$ cat src/rtl/sdp_pkg.sv
package sdp_pkg;
  localparam int UNIT_W = 3;

  localparam logic [3:0] IDX_CSR    = 4'd0;
  localparam logic [3:0] IDX_ADR_HI = 4'd1;
  localparam logic [3:0] IDX_ADR_LO = 4'd2;
  localparam logic [3:0] IDX_CNT_HI = 4'd3;
  localparam logic [3:0] IDX_CNT_LO = 4'd4;
  localparam logic [3:0] IDX_FDATA  = 4'd5;
  localparam logic [3:0] IDX_FCNT_LO = 4'd6;
  localparam logic [3:0] IDX_FCNT_HI = 4'd7;

  // control bits 5:0 of the control/status register
  typedef struct packed {
    logic word_mode;  // 5: 1 = 16-bit units, 0 = 32-bit units
    logic dma_en;     // 4
    logic to_dev;     // 3: 1 = memory to device
    logic irq_en;     // 2
    logic fifo_run_n; // 1: 0 holds the FIFO in reset
    logic sbc_run_n;  // 0: 0 holds the controller in reset
  } ctl_t;

  function automatic logic [UNIT_W-1:0] unit_bytes(input logic word_mode);
    return word_mode ? UNIT_W'(2) : UNIT_W'(4);
  endfunction

  function automatic logic [31:0] addr_step(input logic [31:0] a, input logic word_mode);
    return a + 32'(unit_bytes(word_mode));
  endfunction
endpackage

$ cat src/rtl/sdp_byte_fifo.sv
module sdp_byte_fifo #(
  parameter int DEPTH = 8,
  parameter int LANES = 4,
  localparam int AW = $clog2(DEPTH),
  localparam int LW = AW + 1,
  localparam int NW = $clog2(LANES + 1)
) (
  input  logic               clk,
  input  logic               rst_n,
  input  logic               flush,
  input  logic [NW-1:0]      push_n,
  input  logic [8*LANES-1:0] push_data,
  input  logic [NW-1:0]      pop_n,
  output logic [8*LANES-1:0] peek,
  output logic [LW-1:0]      level
);
  logic [7:0]    mem [DEPTH];
  logic [AW-1:0] wr_ptr, rd_ptr;

  always_ff @(posedge clk or negedge rst_n) begin
    if (!rst_n) begin
      wr_ptr <= '0;
      rd_ptr <= '0;
      level  <= '0;
    end else if (flush) begin
      wr_ptr <= '0;
      rd_ptr <= '0;
      level  <= '0;
    end else begin
      wr_ptr <= wr_ptr + AW'(push_n);
      rd_ptr <= rd_ptr + AW'(pop_n);
      level  <= level + LW'(push_n) - LW'(pop_n);
    end
  end

  always_ff @(posedge clk) begin
    for (int i = 0; i < LANES; i++) begin
      if (i < 32'(push_n)) mem[AW'(wr_ptr + AW'(i))] <= push_data[8*i +: 8];
    end
  end

  for (genvar g = 0; g < LANES; g++) begin : g_peek
    assign peek[8*g +: 8] = mem[AW'(rd_ptr + AW'(g))];
  end
endmodule

$ cat src/rtl/sdp_regs.sv
module sdp_regs
  import sdp_pkg::*;
(
  input  logic        clk,
  input  logic        rst_n,
  input  logic        wr,
  input  logic [3:0]  idx,
  input  logic [15:0] wdata,
  input  logic        addr_adv,
  input  logic        cnt_dec,
  output ctl_t        ctl,
  output logic [31:0] dma_addr,
  output logic [31:0] xfer_cnt,
  output logic        cnt_wr,
  output logic        addr_wr
);
  logic cnt_hi_wr, cnt_lo_wr, adr_hi_wr, adr_lo_wr;

  assign cnt_hi_wr = wr && (idx == IDX_CNT_HI || idx == IDX_FCNT_HI);
  assign cnt_lo_wr = wr && (idx == IDX_CNT_LO || idx == IDX_FCNT_LO);
  assign adr_hi_wr = wr && idx == IDX_ADR_HI;
  assign adr_lo_wr = wr && idx == IDX_ADR_LO;
  assign cnt_wr    = cnt_hi_wr || cnt_lo_wr;
  assign addr_wr   = adr_hi_wr || adr_lo_wr;

  always_ff @(posedge clk or negedge rst_n) begin
    if (!rst_n) begin
      ctl      <= '0;
      dma_addr <= '0;
      xfer_cnt <= '0;
    end else begin
      if (wr && idx == IDX_CSR) ctl <= ctl_t'(wdata[5:0]);
      if (adr_hi_wr)      dma_addr[31:16] <= wdata;
      else if (adr_lo_wr) dma_addr[15:0]  <= wdata;
      else if (addr_adv)  dma_addr <= addr_step(dma_addr, ctl.word_mode);
      if (cnt_hi_wr)      xfer_cnt[31:16] <= wdata;
      else if (cnt_lo_wr) xfer_cnt[15:0]  <= wdata;
      else if (cnt_dec)   xfer_cnt <= xfer_cnt - 32'd1;
    end
  end
endmodule

$ cat src/rtl/sdp_xfer.sv
module sdp_xfer
  import sdp_pkg::*;
#(
  parameter int DEPTH = 8,
  localparam int LW = $clog2(DEPTH) + 1
) (
  input  logic              clk,
  input  logic              rst_n,
  input  ctl_t              ctl,
  input  logic [31:0]       xfer_cnt,
  input  logic [LW-1:0]     level,
  input  logic              start_req,
  input  logic              csr_wr,
  input  logic              other_acc,
  input  logic              cnt_wr,
  input  logic              byte_req,
  input  logic              host_gnt,
  input  logic              host_berr,
  input  logic              sbc_irq,
  output logic              run,
  output logic              dma_ip,
  output logic              berr,
  output logic              conflict,
  output logic              byte_ack,
  output logic              host_req,
  output logic              host_go,
  output logic              done_ev,
  output logic              flush,
  output logic [UNIT_W-1:0] push_n,
  output logic [UNIT_W-1:0] pop_n,
  output logic              irq
);
  logic [UNIT_W-1:0] unit;
  logic [LW-1:0]     unit_l, free;
  logic              halted, active, cnt_nz, berr_ev, start, done_cond;

  assign unit    = unit_bytes(ctl.word_mode);
  assign unit_l  = LW'(unit);
  assign free    = LW'(DEPTH) - level;
  assign flush   = !ctl.fifo_run_n;
  assign halted  = !ctl.sbc_run_n || flush;
  assign active  = run && !berr && !halted;
  assign cnt_nz  = xfer_cnt != 32'd0;

  assign byte_ack = active && byte_req && cnt_nz &&
                    (ctl.to_dev ? level != '0 : level != LW'(DEPTH));
  assign host_req = active && (ctl.to_dev ? (xfer_cnt > 32'(level) && free >= unit_l)
                                          : level >= unit_l);
  assign host_go  = host_req && host_gnt && !host_berr;
  assign berr_ev  = host_req && host_gnt && host_berr;

  assign push_n = ctl.to_dev ? (host_go ? unit : '0) : (byte_ack ? UNIT_W'(1) : '0);
  assign pop_n  = ctl.to_dev ? (byte_ack ? UNIT_W'(1) : '0) : (host_go ? unit : '0);

  assign done_cond = !cnt_nz && (ctl.to_dev || level < unit_l);
  assign done_ev   = active && done_cond;
  assign start     = start_req && cnt_nz;

  assign irq = ctl.irq_en && (sbc_irq || (ctl.dma_en && dma_ip));

  always_ff @(posedge clk or negedge rst_n) begin
    if (!rst_n) begin
      run      <= 1'b0;
      dma_ip   <= 1'b0;
      berr     <= 1'b0;
      conflict <= 1'b0;
    end else begin
      if (start)                 run <= 1'b1;
      else if (flush || done_ev) run <= 1'b0;
      if (flush || cnt_wr)       dma_ip <= 1'b0;
      else if (done_ev)          dma_ip <= 1'b1;
      if (flush)                 berr <= 1'b0;
      else if (berr_ev)          berr <= 1'b1;
      if (csr_wr)                conflict <= 1'b0;
      else if (other_acc && run) conflict <= 1'b1;
    end
  end
endmodule

$ cat src/rtl/scsi_pack_dma.sv
module scsi_pack_dma
  import sdp_pkg::*;
#(
  parameter int ADDR_W = 8,
  parameter int DEPTH  = 8,
  localparam int LW    = $clog2(DEPTH) + 1
) (
  input  logic              clk,
  input  logic              rst_n,
  input  logic [ADDR_W-1:0] reg_addr,
  input  logic              reg_wr,
  input  logic              reg_rd,
  input  logic [15:0]       reg_wdata,
  output logic [15:0]       reg_rdata,
  input  logic              sbc_irq,
  output logic              sbc_rst_n,
  input  logic              byte_req,
  output logic              byte_ack,
  input  logic [7:0]        byte_in,
  output logic [7:0]        byte_out,
  output logic              host_req,
  input  logic              host_gnt,
  input  logic              host_berr,
  output logic              host_we,
  output logic [31:0]       host_addr,
  output logic [31:0]       host_wdata,
  input  logic [31:0]       host_rdata,
  output logic              irq
);
  ctl_t              ctl;
  logic [3:0]        reg_idx;
  logic [31:0]       dma_addr, xfer_cnt, peek, push_data;
  logic [LW-1:0]     fifo_level;
  logic [UNIT_W-1:0] push_n, pop_n;
  logic              csr_wr, reg_other_acc, start_req, cnt_wr, addr_wr;
  logic              run, dma_ip, berr, conflict, host_go, done_ev, flush;
  logic              fifo_full, fifo_empty;
  logic [1:0]        lob;
  logic [15:0]       csr;
  logic              unused_addr;

  assign reg_idx       = reg_addr[4:1];
  assign unused_addr   = ^{reg_addr[0], reg_addr[ADDR_W-1:5]};
  assign csr_wr        = reg_wr && reg_idx == IDX_CSR;
  assign reg_other_acc = (reg_wr || reg_rd) && reg_idx != IDX_CSR;
  assign start_req     = csr_wr && reg_wdata[4] && reg_wdata[1] && reg_wdata[0];

  sdp_regs i_regs (
    .clk(clk), .rst_n(rst_n), .wr(reg_wr), .idx(reg_idx), .wdata(reg_wdata),
    .addr_adv(host_go), .cnt_dec(byte_ack), .ctl(ctl), .dma_addr(dma_addr),
    .xfer_cnt(xfer_cnt), .cnt_wr(cnt_wr), .addr_wr(addr_wr)
  );

  sdp_xfer #(.DEPTH(DEPTH)) i_xfer (
    .clk(clk), .rst_n(rst_n), .ctl(ctl), .xfer_cnt(xfer_cnt), .level(fifo_level),
    .start_req(start_req), .csr_wr(csr_wr), .other_acc(reg_other_acc), .cnt_wr(cnt_wr),
    .byte_req(byte_req), .host_gnt(host_gnt), .host_berr(host_berr), .sbc_irq(sbc_irq),
    .run(run), .dma_ip(dma_ip), .berr(berr), .conflict(conflict), .byte_ack(byte_ack),
    .host_req(host_req), .host_go(host_go), .done_ev(done_ev), .flush(flush),
    .push_n(push_n), .pop_n(pop_n), .irq(irq)
  );

  assign push_data = ctl.to_dev ? host_rdata : {24'd0, byte_in};

  sdp_byte_fifo #(.DEPTH(DEPTH), .LANES(4)) i_fifo (
    .clk(clk), .rst_n(rst_n), .flush(flush), .push_n(push_n), .push_data(push_data),
    .pop_n(pop_n), .peek(peek), .level(fifo_level)
  );

  assign fifo_full  = fifo_level == LW'(DEPTH);
  assign fifo_empty = fifo_level == '0;
  assign lob = (!run && fifo_level < LW'(unit_bytes(ctl.word_mode))) ? fifo_level[1:0] : 2'd0;

  assign sbc_rst_n  = ctl.sbc_run_n;
  assign host_we    = !ctl.to_dev;
  assign host_addr  = dma_addr;
  assign host_wdata = ctl.word_mode ? {16'd0, peek[15:0]} : peek;
  assign byte_out   = peek[7:0];

  assign csr = {1'b0, run, conflict, berr, fifo_full, fifo_empty, sbc_irq, dma_ip, lob, ctl};

  always_comb begin
    unique case (reg_idx)
      IDX_CSR:                 reg_rdata = csr;
      IDX_ADR_HI:              reg_rdata = dma_addr[31:16];
      IDX_ADR_LO:              reg_rdata = dma_addr[15:0];
      IDX_CNT_HI, IDX_FCNT_HI: reg_rdata = xfer_cnt[31:16];
      IDX_CNT_LO, IDX_FCNT_LO: reg_rdata = xfer_cnt[15:0];
      IDX_FDATA:               reg_rdata = {8'd0, peek[7:0]};
      default:                 reg_rdata = 16'd0;
    endcase
  end
endmodule

$ cat config.mk
export PLATFORM = sky130hd
export DESIGN_NAME = scsi_pack_dma
export DESIGN_NICKNAME = d
export VERILOG_FILES = /design/src/rtl/sdp_pkg.sv /design/src/rtl/sdp_byte_fifo.sv /design/src/rtl/sdp_regs.sv /design/src/rtl/sdp_xfer.sv /design/src/rtl/scsi_pack_dma.sv
export SDC_FILE = /design/constraint.sdc
export NUM_CORES = 1
export LEC_CHECK = 0
export BUFFER_PORTS_ARGS = -buffer_cell sky130_fd_sc_hd__buf_4
export CORE_UTILIZATION = 41
export CTS_CLUSTER_SIZE = 14
export DETAILED_ROUTE_END_ITERATION = 10
export PLACE_DENSITY = 0.65
export SLEW_MARGIN = 20
export SYNTH_ARGS = -nofsm -noshare
export SYNTH_HDL_FRONTEND = slang
export SYNTH_SLANG_ARGS = --single-unit
$ cat constraint.sdc
create_clock -name clk -period 6 [get_ports clk]
set_clock_uncertainty 0.15 [all_clocks]
set_input_delay 1.2 -clock clk [delete_from_list [all_inputs] [get_ports clk]]
set_output_delay 1.2 -clock clk [all_outputs]
set_load 0.03 [all_outputs]
==> results of run 1 <==
[tightest hold or removal path, cell delays in order (launching register included)]
cell     delay [ps]
dfrtp_1         370
nand2_1          60
nand2_1          60
[flip-flops by register name, summed over array words and instances (netlist names)]
name and count:
i_regs.dma_addr 32, i_xfer.dma_ip 1, i_xfer.run 1, i_regs.xfer_cnt 32, i_fifo.rd_ptr 3, i_fifo.wr_ptr 3, i_xfer.conflict 1, i_regs.ctl 6
i_xfer.berr 1, i_fifo.level 4, i_fifo.mem 64
[layout by cell type (no fill, tap or decap), types with 5 or more instances in the layout]
cell       Yosys  final
a2111oi_4      5      5
a21oi_1      100    100
a221oi_1       9      9
a22oi_1       38     38
a31oi_1        7      7
and2_1        10     10
and3_1        11     11
buf_4         11    180
clkbuf_16      0     17
dfrtp_1       84     83
edfxtp_1      64     64
ha_1          21     21
inv_1         30     30
mux2_2        22     22
mux2i_1       88     88
mux4_2        64     64
nand2_1      143    142
nand2b_1       9      9
nand3_1       42     42
nand4_1       19     19
nor2_1       130    130
nor3_1        18     18
nor4_1         8      7
o21ai_0       73     69
o21ai_1        1      5
o22ai_1       63     63
o31ai_1        5      5
or3_1          8      8
or4_1          5      5
xnor2_1       20     20
xor2_1        19     19
[cell usage after synthesis (all sizes together) (13+ instances only)]
cell / count
inv: 31
o22ai: 63
xor2: 19
mux4: 64
nand3: 42
nand2: 144
dfrtp: 84
ha: 21
clkbuf: 53
a21oi: 101
nand4: 19
mux2i: 88
xnor2: 20
nor2: 130
a22oi: 38
nor3: 18
buf: 49
mux2: 22
or3: 13
o21ai: 74
edfxtp: 64
[power groups by stage]
stage	combinational (uW)	clock [uW]	sequential, uW
final	921	1070	1370
after global routing	995	1120	1380
after CTS	907	1070	1360
after detailed placement	904	0	1380
after global placement	891	0	1380
after floorplan	514	0	1390
[cells by family after synthesis]
| kind of cell | count (synthesis) | share of synthesized area (%) |
|---|---|---|
| AND/OR/NAND/NOR | 441 | 17.2 |
| AO/OA/AOI/OAI | 352 | 18.7 |
| multiplexers | 174 | 20.7 |
| flip-flops | 148 | 32.4 |
| buffers and inverters | 141 | 5.44 |
| XOR/XNOR | 39 | 2.75 |
| adder cells (fa/ha/maj) | 25 | 2.76 |
[final cells by class]
| cell class | count | share of cell area (%) |
|---|---|---|
| Clock buffer | 19 | 3.09 |
| Tap cell | 390 | 3.41 |
| Clock inverter | 13 | 0.978 |
| Inverter | 32 | 0.838 |
| Timing Repair Buffer | 180 | 9.43 |
| Multi-Input combinational cell | 1031 | 54.2 |
| Sequential cell | 148 | 28.1 |
[worst paths after layout]
path | startpoint | end | slack [ps]
setup / recovery | i_regs.ctl[5]$_DFFE_PN0P_ | host_req | 1250
hold / removal | i_regs.dma_addr[0]$_DFFE_PN0P_ | i_regs.dma_addr[0]$_DFFE_PN0P_ | 370
setup reg to reg | i_regs.ctl[5]$_DFFE_PN0P_ | i_fifo.level[3]$_DFF_PN0_ | 1440
hold reg to reg | i_regs.dma_addr[0]$_DFFE_PN0P_ | i_regs.dma_addr[0]$_DFFE_PN0P_ | 370
max in group asynchronous | rst_n | i_regs.xfer_cnt[11]$_DFFE_PN0P_ | 4080
min in group asynchronous | rst_n | i_regs.dma_addr[29]$_DFFE_PN0P_ | 560
[stage by stage]
stage          utilization, %  hold WS (ps)
2_1_floorplan               -           326
3_3_place_gp             46.2           339
3_5_place_dp             46.2           352
4_1_cts                  48.2           366
5_1_grt                  48.2           418
6_report                 48.2           368
[layer usage]
metal  vias to the layer above  part of all wire (%)  GRT usage [%]
met5                         -                     0              0
met3                        60                    12           6.35
met1                      5704                    43           42.1
met4                         0                   1.6           6.41
met2                       790                    43           40.4
li1                       5206                     -              -
==> impl_metrics.yaml, run 1 <==
routing:
  drtIter0Drc: 1977
  vias_per_cell: 6.49
  drcViolationCount: 0
  post_drt_wl_per_cell_um: 23.9
  postRouteAntennaNets: 0
  vias: 11800
  wl_um: 43400
  drt_first_pass_iters: 6
setup_path:
  cp_slowest_stage_delay_ps: 980
  cp.required_ps: 4650
  cp.depth: 8
  ff2ff_path_depth: 14
  worstPathBufferInverterCount: 4
  critPathLaunchType: "flip-flop"
  path_class: "flip-flop to output port"
  crit_chain: "ha_1, inv_1, o21ai_0, o31ai_1, a221o_2, inv_1, buf_4, buf_4"
  crit_path_top_delay_cell: "dfrtp_1"
  end_kind: "output port"
  critPathArrivalTime_ps: 3400
  crit_path_max_fanout: 26
  path_delay_family: "compound AO/OA/AOI/OAI gates"
floorplanning:
  coreArea_mm2: 0.0297
  num_rows: 63
  start_util_pct: 41.8
  die_y_um: 176
  dieWidth_um: 176
  dieArea_mm2: 0.0310
  io_pins: 165
pwr:
  powerDensity_mw_per_mm2: 234
  power.leakage_uw: 0.00526
  power.switching_uw: 1250
  combPwrFrac_pct: 27.4
  swShare_pct: 37.1
  seqPwrFrac_pct: 40.8
  vdd_drop_max_uv: 186
  p_int_uw: 2110
  p_total_uw: 3360
  pwr-share-clk_pct: 31.8
timing:
  fin_crit_ps: 4750
  hold_viol_final: 0
  tightestPinTransition_ps: 1110
  fmax_mhz: 211
  setup_viol: 0
  maxSlewHeadroom_pct: 25.6
  tns_ps: 0
  slew_viol_final: 0
  grt_setup_unrepaired: "false"
  fin_ws_ps: 1250
  post-route-period-util_pct: 79.1
final_layout:
  nets: 1507
  syn_to_final_growth_pct: 15.4
  drive_gt1_share_pct: 23.5
  ff_latch_area_mm2: 0.00403
  diodes: 0
  fin_area_mm2: 0.0143
  multi_input_area_mm2: 0.00776
  fill_cells: 2778
  final_cells: 1813
synthesis:
  yosysSeqAreaShare_pct: 32.4
  yosys.area.top_type: "dfrtp_1"
  synth_edf_count: 64
  netlist_instances: 1320
  yosysTopAreaCellShare_pct: 16.9
  yosysWarnings: 0
  syn_area_per_cell_um2: 9.40
  syn_area_mm2: 0.0124
  synth_flop_cell: "dfrtp_1"
  synth-async-reset-ratio_pct: 56.8
  yosysUniqueCellTypes: 90
  synthTopCellsByArea: "dfrtp_1 17%, edfxtp_1 15%, mux4_2 12%"
  ys_ff_latch: 148
  syn_nets: 1417
cts:
  cts_root_buffer: "clkbuf_16"
  cts_buffers: 17
  cts_buffer_depth: 2
  cts.sink_count: 148
  ctsHoldBuffers: 0
  clk_pin_slew_ps: 60
  cts-resized-gates: 0
  post_cts_buffers: 0
  htree_levels: 4
  clk_latency_ps: 440
  cts_tree: "built"
placement:
  gp_congestion: 0.951
  dp.cells: 1781
  dp_hpwl_um: 32000
  port_buffers: 160
  dp_slack_ps: 1490
  place_area_mm2: 0.0137
grt:
  grt_max_degree: 75
  grt_pass1_vias: 10400
  grt_pass1_wl_um: 65600
  overflow: 0
  antenna_found_initial: 1
  grt_usage_pct: 28.0
hold_path:
  holdPathStages: 2
  hold_class: "flip-flop to flip-flop"
status:
  outcome: "complete, no violations"
job:
  maxCapViolCount: 0
Note: power is estimated with default switching activity, not from simulation.
==> run 2, diff against run 1 <==
clock period = 4.9 ns   (was 6 ns; I/O delays follow)
==> run 2 against run 1 <==
Hold slack got worse by 2.9 ps. Via count grew 0.11%. Global-route usage grew 0.44 points. Cell area rose by 0.57%. First-iteration DRC count is 4.7% higher. Critical endpoint unchanged. Largest cell class unchanged.
==> impl_metrics.yaml, run 2 (synthesized netlist as in run 1, its figures left out) <==
timing:
  slew_viol_final: 0
  hold_viol_final: 0
  post-route-period-util_pct: 89.9
  fin_crit_ps: 4400
  grt_setup_unrepaired: "false"
  holdWs_ps: 365
  setup_viol: 0
  tns_ps: 0
  fmax_mhz: 227
  fin_ws_ps: 497
  maxSlewHeadroom_pct: 30.3
  tightestPinTransition_ps: 1040
grt:
  grt_usage_pct: 28.4
  grt_max_degree: 59
  antenna_found_initial: 0
  overflow: 0
  grt_pass1_wl_um: 66500
  grt_pass1_vias: 10600
setup_path:
  setup.worst_path.start: "i_fifo.level[0]$_DFF_PN0_"
  critPathLaunchType: "flip-flop"
  cp.required_ps: 3770
  r2r-start: "i_fifo.level[0]$_DFF_PN0_"
  critPathArrivalTime_ps: 3270
  crit_path_max_fanout: 20
  end_kind: "output port"
  path_class: "flip-flop to output port"
routing:
  post_drt_wl_per_cell_um: 24.0
  postRouteAntennaNets: 0
  drcViolationCount: 0
  drtIter0Drc: 2070
  wl_um: 43800
  vias_per_cell: 6.45
  drt_first_pass_iters: 8
  vias: 11800
final_layout:
  reg_top3: "i_fifo.mem: 64 flops, i_regs.dma_addr: 32 flops, i_regs.xfer_cnt: 32 flops"
  largest_register_ff_count: 64
  nets: 1519
  final_common_cell: "buf_4"
  final_util_pct: 48.5
  diodes: 0
  drive_gt1_share_pct: 24.1
  syn_to_final_growth_pct: 16.1
  regMostFlops: "i_fifo.mem"
  final_cell_mix: "192 x buf_4, 142 x nand2_1, 130 x nor2_1"
cts:
  post_cts_buffers: 0
  ctsHoldBuffers: 0
  cts.sink_count: 148
  clk_latency_ps: 430
  clk_pin_slew_ps: 70
  cts_buffer_depth: 2
  cts_root_buffer: "clkbuf_16"
  cts-resized-gates: 0
  cts_tree: "built"
  htree_levels: 4
  cts_buffers: 17
placement:
  dp_slack_ps: 547
  port_buffers: 160
  gp_congestion: 0.916
  dp_hpwl_um: 32400
pwr:
  powerDensity_mw_per_mm2: 285
  vdd_drop_max_uv: 217
  power.leakage_uw: 0.00531
floorplanning:
  dieWidth_um: 176
  coreArea_mm2: 0.0297
  io_pins: 165
  die_y_um: 176
  dieArea_mm2: 0.0310
  start_util_pct: 41.8
  num_rows: 63
job:
  maxCapViolCount: 0
hold_path:
  hold_class: "flip-flop to flip-flop"
  worstHoldStart: "i_regs.dma_addr[0]$_DFFE_PN0P_"
status:
  outcome: "complete, no violations"
## run 2: changes by cell type in the layout (fill, tap and decap cells not counted), sizes merged
cell	before	now
clkbuf	19	18
buf	180	192
inv	37	38
clkinvlp	2	5
clkinv	5	2
## run 2: layout make-up
class | count | area (um^2)
timing repair buffer | 192 | 1440
fill | 2747 | 15300
sequential | 148 | 4030
multi-input combinational | 1031 | 7760
inverter | 32 | 120
clock buffer | 18 | 429
clock inverter | 14 | 145
tap | 390 | 488
## run 2: metrics by stage
| step | instances | power [uW] | instance area [um^2] |
|---|---|---|---|
| 2_1_floorplan | 1320 | 2330 | 12400 |
| 3_3_place_gp | 1793 | 2790 | 13800 |
| 3_5_place_dp | 1793 | 2810 | 13800 |
| 4_1_cts | 1825 | 4090 | 14400 |
| 5_1_grt | 1825 | 4280 | 14400 |
| 6_report | 1825 | 4110 | 14400 |
## run 2: worst max-delay path, cell delays in order, from the launching register on
cell,delay [ps]
dfrtp_1,500
inv_1,80
ha_1,240
xnor2_1,140
ha_1,280
a21boi_1,280
nor3_1,150
a221o_2,550
inv_1,120
buf_4,280
buf_4,220
## run 2: report_power, final
part / leakage, uW / internal (uW) / switching, uW
Sequential: 0.00162 / 1440 / 237
Clock: 0.000266 / 715 / 576
Combinational: 0.00342 / 427 / 722
Total: 0.00531 / 2580 / 1530
## run 2: path summary, 6_finish.rpt
path	cells after the start	slack, ps	endpoint
setup reg to reg	16	500	i_fifo.level[3]$_DFF_PN0_
min in group asynchronous	1	470	i_regs.dma_addr[13]$_DFFE_PN0P_
hold / removal	2	360	i_regs.dma_addr[0]$_DFFE_PN0P_
max in group asynchronous	2	3240	i_regs.xfer_cnt[4]$_DFFE_PN0P_
setup / recovery	10	500	host_req
hold reg to reg	2	360	i_regs.dma_addr[0]$_DFFE_PN0P_
## run 2: routing by layer
layer | wire (um) | vias to the layer above | global-route usage [%]
met5 | 0 | - | 0
met4 | 927 | 0 | 7.79
li1 | - | 5237 | -
met2 | 18500 | 766 | 39.6
met1 | 19200 | 5699 | 43.1
met3 | 5120 | 71 | 7.04
==> run 3, diff against run 2 <==
ABC_AREA = 1   (was not set)
==> run 3 against run 2 <==
Clock-buffer cell count is 1 higher. Total power is 30% higher. Combinational power is 94% higher. Critical path depth is 3 lower. Register-to-register slack better by 530 ps. Utilization is 0.26 points lower. Synthesized cell count is 54% higher. Via count is 26% higher. Critical endpoint is now reg_rdata[3]. Sequential power is 14% higher. Wire length is 17% higher.
==> impl_metrics.yaml, run 3 <==
pwr:
  vdd_drop_max_uv: 233
  power.leakage_uw: 0.00724
  powerDensity_mw_per_mm2: 351
timing:
  holdWs_ps: 380
  tightestPinTransition_ps: 959
  grt_setup_unrepaired: "false"
  slew_viol_final: 0
  fmax_mhz: 239
  setup_viol: 0
  hold_viol_final: 0
  fin_crit_ps: 4190
  tns_ps: 0
  maxSlewHeadroom_pct: 35.8
  post-route-period-util_pct: 85.6
grt:
  grt_pass1_vias: 12900
  grt_pass1_wl_um: 77600
  busiest_layer: "met1"
  grt_usage_pct: 30.8
  grt.met3_usage_pct: 6.00
  met1_usage_pct: 47.9
  overflow: 0
  antenna_found_initial: 0
  grt_use_met2_pct: 42.7
  grt_max_degree: 69
floorplanning:
  die_y_um: 182
  dieArea_mm2: 0.0331
  start_util_pct: 41.8
  coreArea_mm2: 0.0317
  num_rows: 65
  dieWidth_um: 182
  io_pins: 165
job:
  maxCapViolCount: 0
routing:
  postRouteAntennaNets: 0
  wl_um: 51100
  vias: 14900
  post_drt_wl_per_cell_um: 19.9
  drt_first_pass_iters: 6
  drtIter0Drc: 1948
  drcViolationCount: 0
  vias_per_cell: 5.80
cts:
  htree_levels: 4
  clk_latency_ps: 430
  cts.sink_count: 148
  cts_buffer_depth: 2
  cts_buffers: 17
  cts_root_buffer: "clkbuf_16"
  ctsHoldBuffers: 0
  post_cts_buffers: 0
  clk_pin_slew_ps: 70
  cts-resized-gates: 0
  cts_tree: "built"
synthesis:
  yosysWarnings: 0
  syn_area_per_cell_um2: 6.54
  yosysSeqAreaShare_pct: 30.3
  yosys.area.top_type: "nand2_1"
  synth_edf_count: 64
  syn_area_mm2: 0.0133
  synthTopCellsByArea: "nand2_1 20%, dfrtp_1 16%, edfxtp_1 14%"
  yosysMostFrequentCell: "nand2_1"
  syn_nets: 2125
  ys_ff_latch: 148
  netlist_instances: 2028
  synth-async-reset-ratio_pct: 56.8
  synth_flop_cell: "dfrtp_1"
  yosysUniqueCellTypes: 60
  yosysTopAreaCellShare_pct: 19.9
  synthTopCellsByCount: "704 x nand2_1, 192 x inv_1, 186 x nand3_1, 146 x nor2_1, 122 x o21ai_0"
setup_path:
  r2r-start: "i_fifo.level[1]$_DFF_PN0_"
  setup.worst_path.start: "i_fifo.rd_ptr[0]$_DFF_PN0_"
  path_class: "flip-flop to output port"
  cp.required_ps: 3770
  critPathLaunchType: "flip-flop"
  end_kind: "output port"
  crit_path_max_fanout: 57
  critPathArrivalTime_ps: 3060
final_layout:
  reg_top3: "i_fifo.mem: 64 flops, i_regs.dma_addr: 32 flops, i_regs.xfer_cnt: 32 flops"
  diodes: 0
  syn_to_final_growth_pct: 15.3
  drive_gt1_share_pct: 13.3
  nets: 2243
  ff_latch_area_mm2: 0.00403
  fill_cells: 3276
  regMostFlops: "i_fifo.mem"
  final_common_cell: "nand2_1"
  final_cells: 2561
  multi_input_area_mm2: 0.00802
  final_cell_mix: "704 x nand2_1, 192 x inv_1, 188 x buf_4"
  largest_register_ff_count: 64
hold_path:
  hold_class: "primary input to async pin"
status:
  outcome: "complete, no violations"
placement:
  dp_hpwl_um: 40400
  port_buffers: 160
  dp.cells: 2529
  gp_congestion: 0.964
==> run 3: per-stage QoR <==
step	util, %	instance area (um^2)	power, uW	setup slack, ps
6_report	48.2	15300	5370	708
5_1_grt	48.2	15300	5640	571
4_1_cts	48.2	15300	5310	738
3_5_place_dp	46.5	14700	4080	1040
3_3_place_gp	46.5	14700	4050	1080
2_1_floorplan	-	13300	3180	1190
==> run 3: cell families after synthesis <==
| logic type | after synthesis | synth area share, % |
|---|---|---|
| and+or+nand+nor | 1192 | 39.3 |
| buffers and inverters | 298 | 9.25 |
| xor gates and xnor gates | 46 | 3.04 |
| adders and majority gates | 25 | 2.58 |
| DFF | 148 | 30.3 |
| AOI/OAI and AO/OA | 296 | 13.7 |
| muxes | 23 | 1.74 |
==> run 3: worst max-delay path, cell delays in order, from the launching register on <==
cell and delay, ps:
dfrtp_2 400, buf_4 500, buf_4 420, mux2i_1 390
o2111ai_1 290, nand2_1 190, o2111ai_1 190, buf_4 230
==> run 3: final cells by class <==
cell class,count,area share (%)
inverters,209,5.13
clock inverters,13,0.638
repair buffers,188,9.23
clock buffers,19,2.97
flip-flops and latches,148,26.3
multi-input cells,1582,52.4
well taps,402,3.29
==> run 3: per-layer routing <==
metal | vias up | wire (um)
met3 | 78 | 5570
met1 | 6862 | 24000
met4 | 0 | 1050
li1 | 7035 | -
met2 | 875 | 20500
met5 | - | 0
==> run 3: path summary, 6_finish.rpt <==
path	end	slack [ps]	depth (start not counted)
hold reg to reg	i_xfer.conflict$_DFFE_PN0P_	390	2
min in group clk	i_xfer.conflict$_DFFE_PN0P_	390	2
hold / removal	i_regs.xfer_cnt[9]$_DFFE_PN0P_	380	1
max in group asynchronous	i_regs.dma_addr[9]$_DFFE_PN0P_	3170	2
setup / recovery	reg_rdata[3]	710	7
setup reg to reg	i_fifo.level[3]$_DFF_PN0_	1030	20
==> run 3: where the power goes <==
group	leakage, uW	internal [uW]	switching (uW)
sequential	0.00160	1540	369
clock	0.000268	683	546
combinational	0.00537	702	1530
total	0.00724	2920	2440
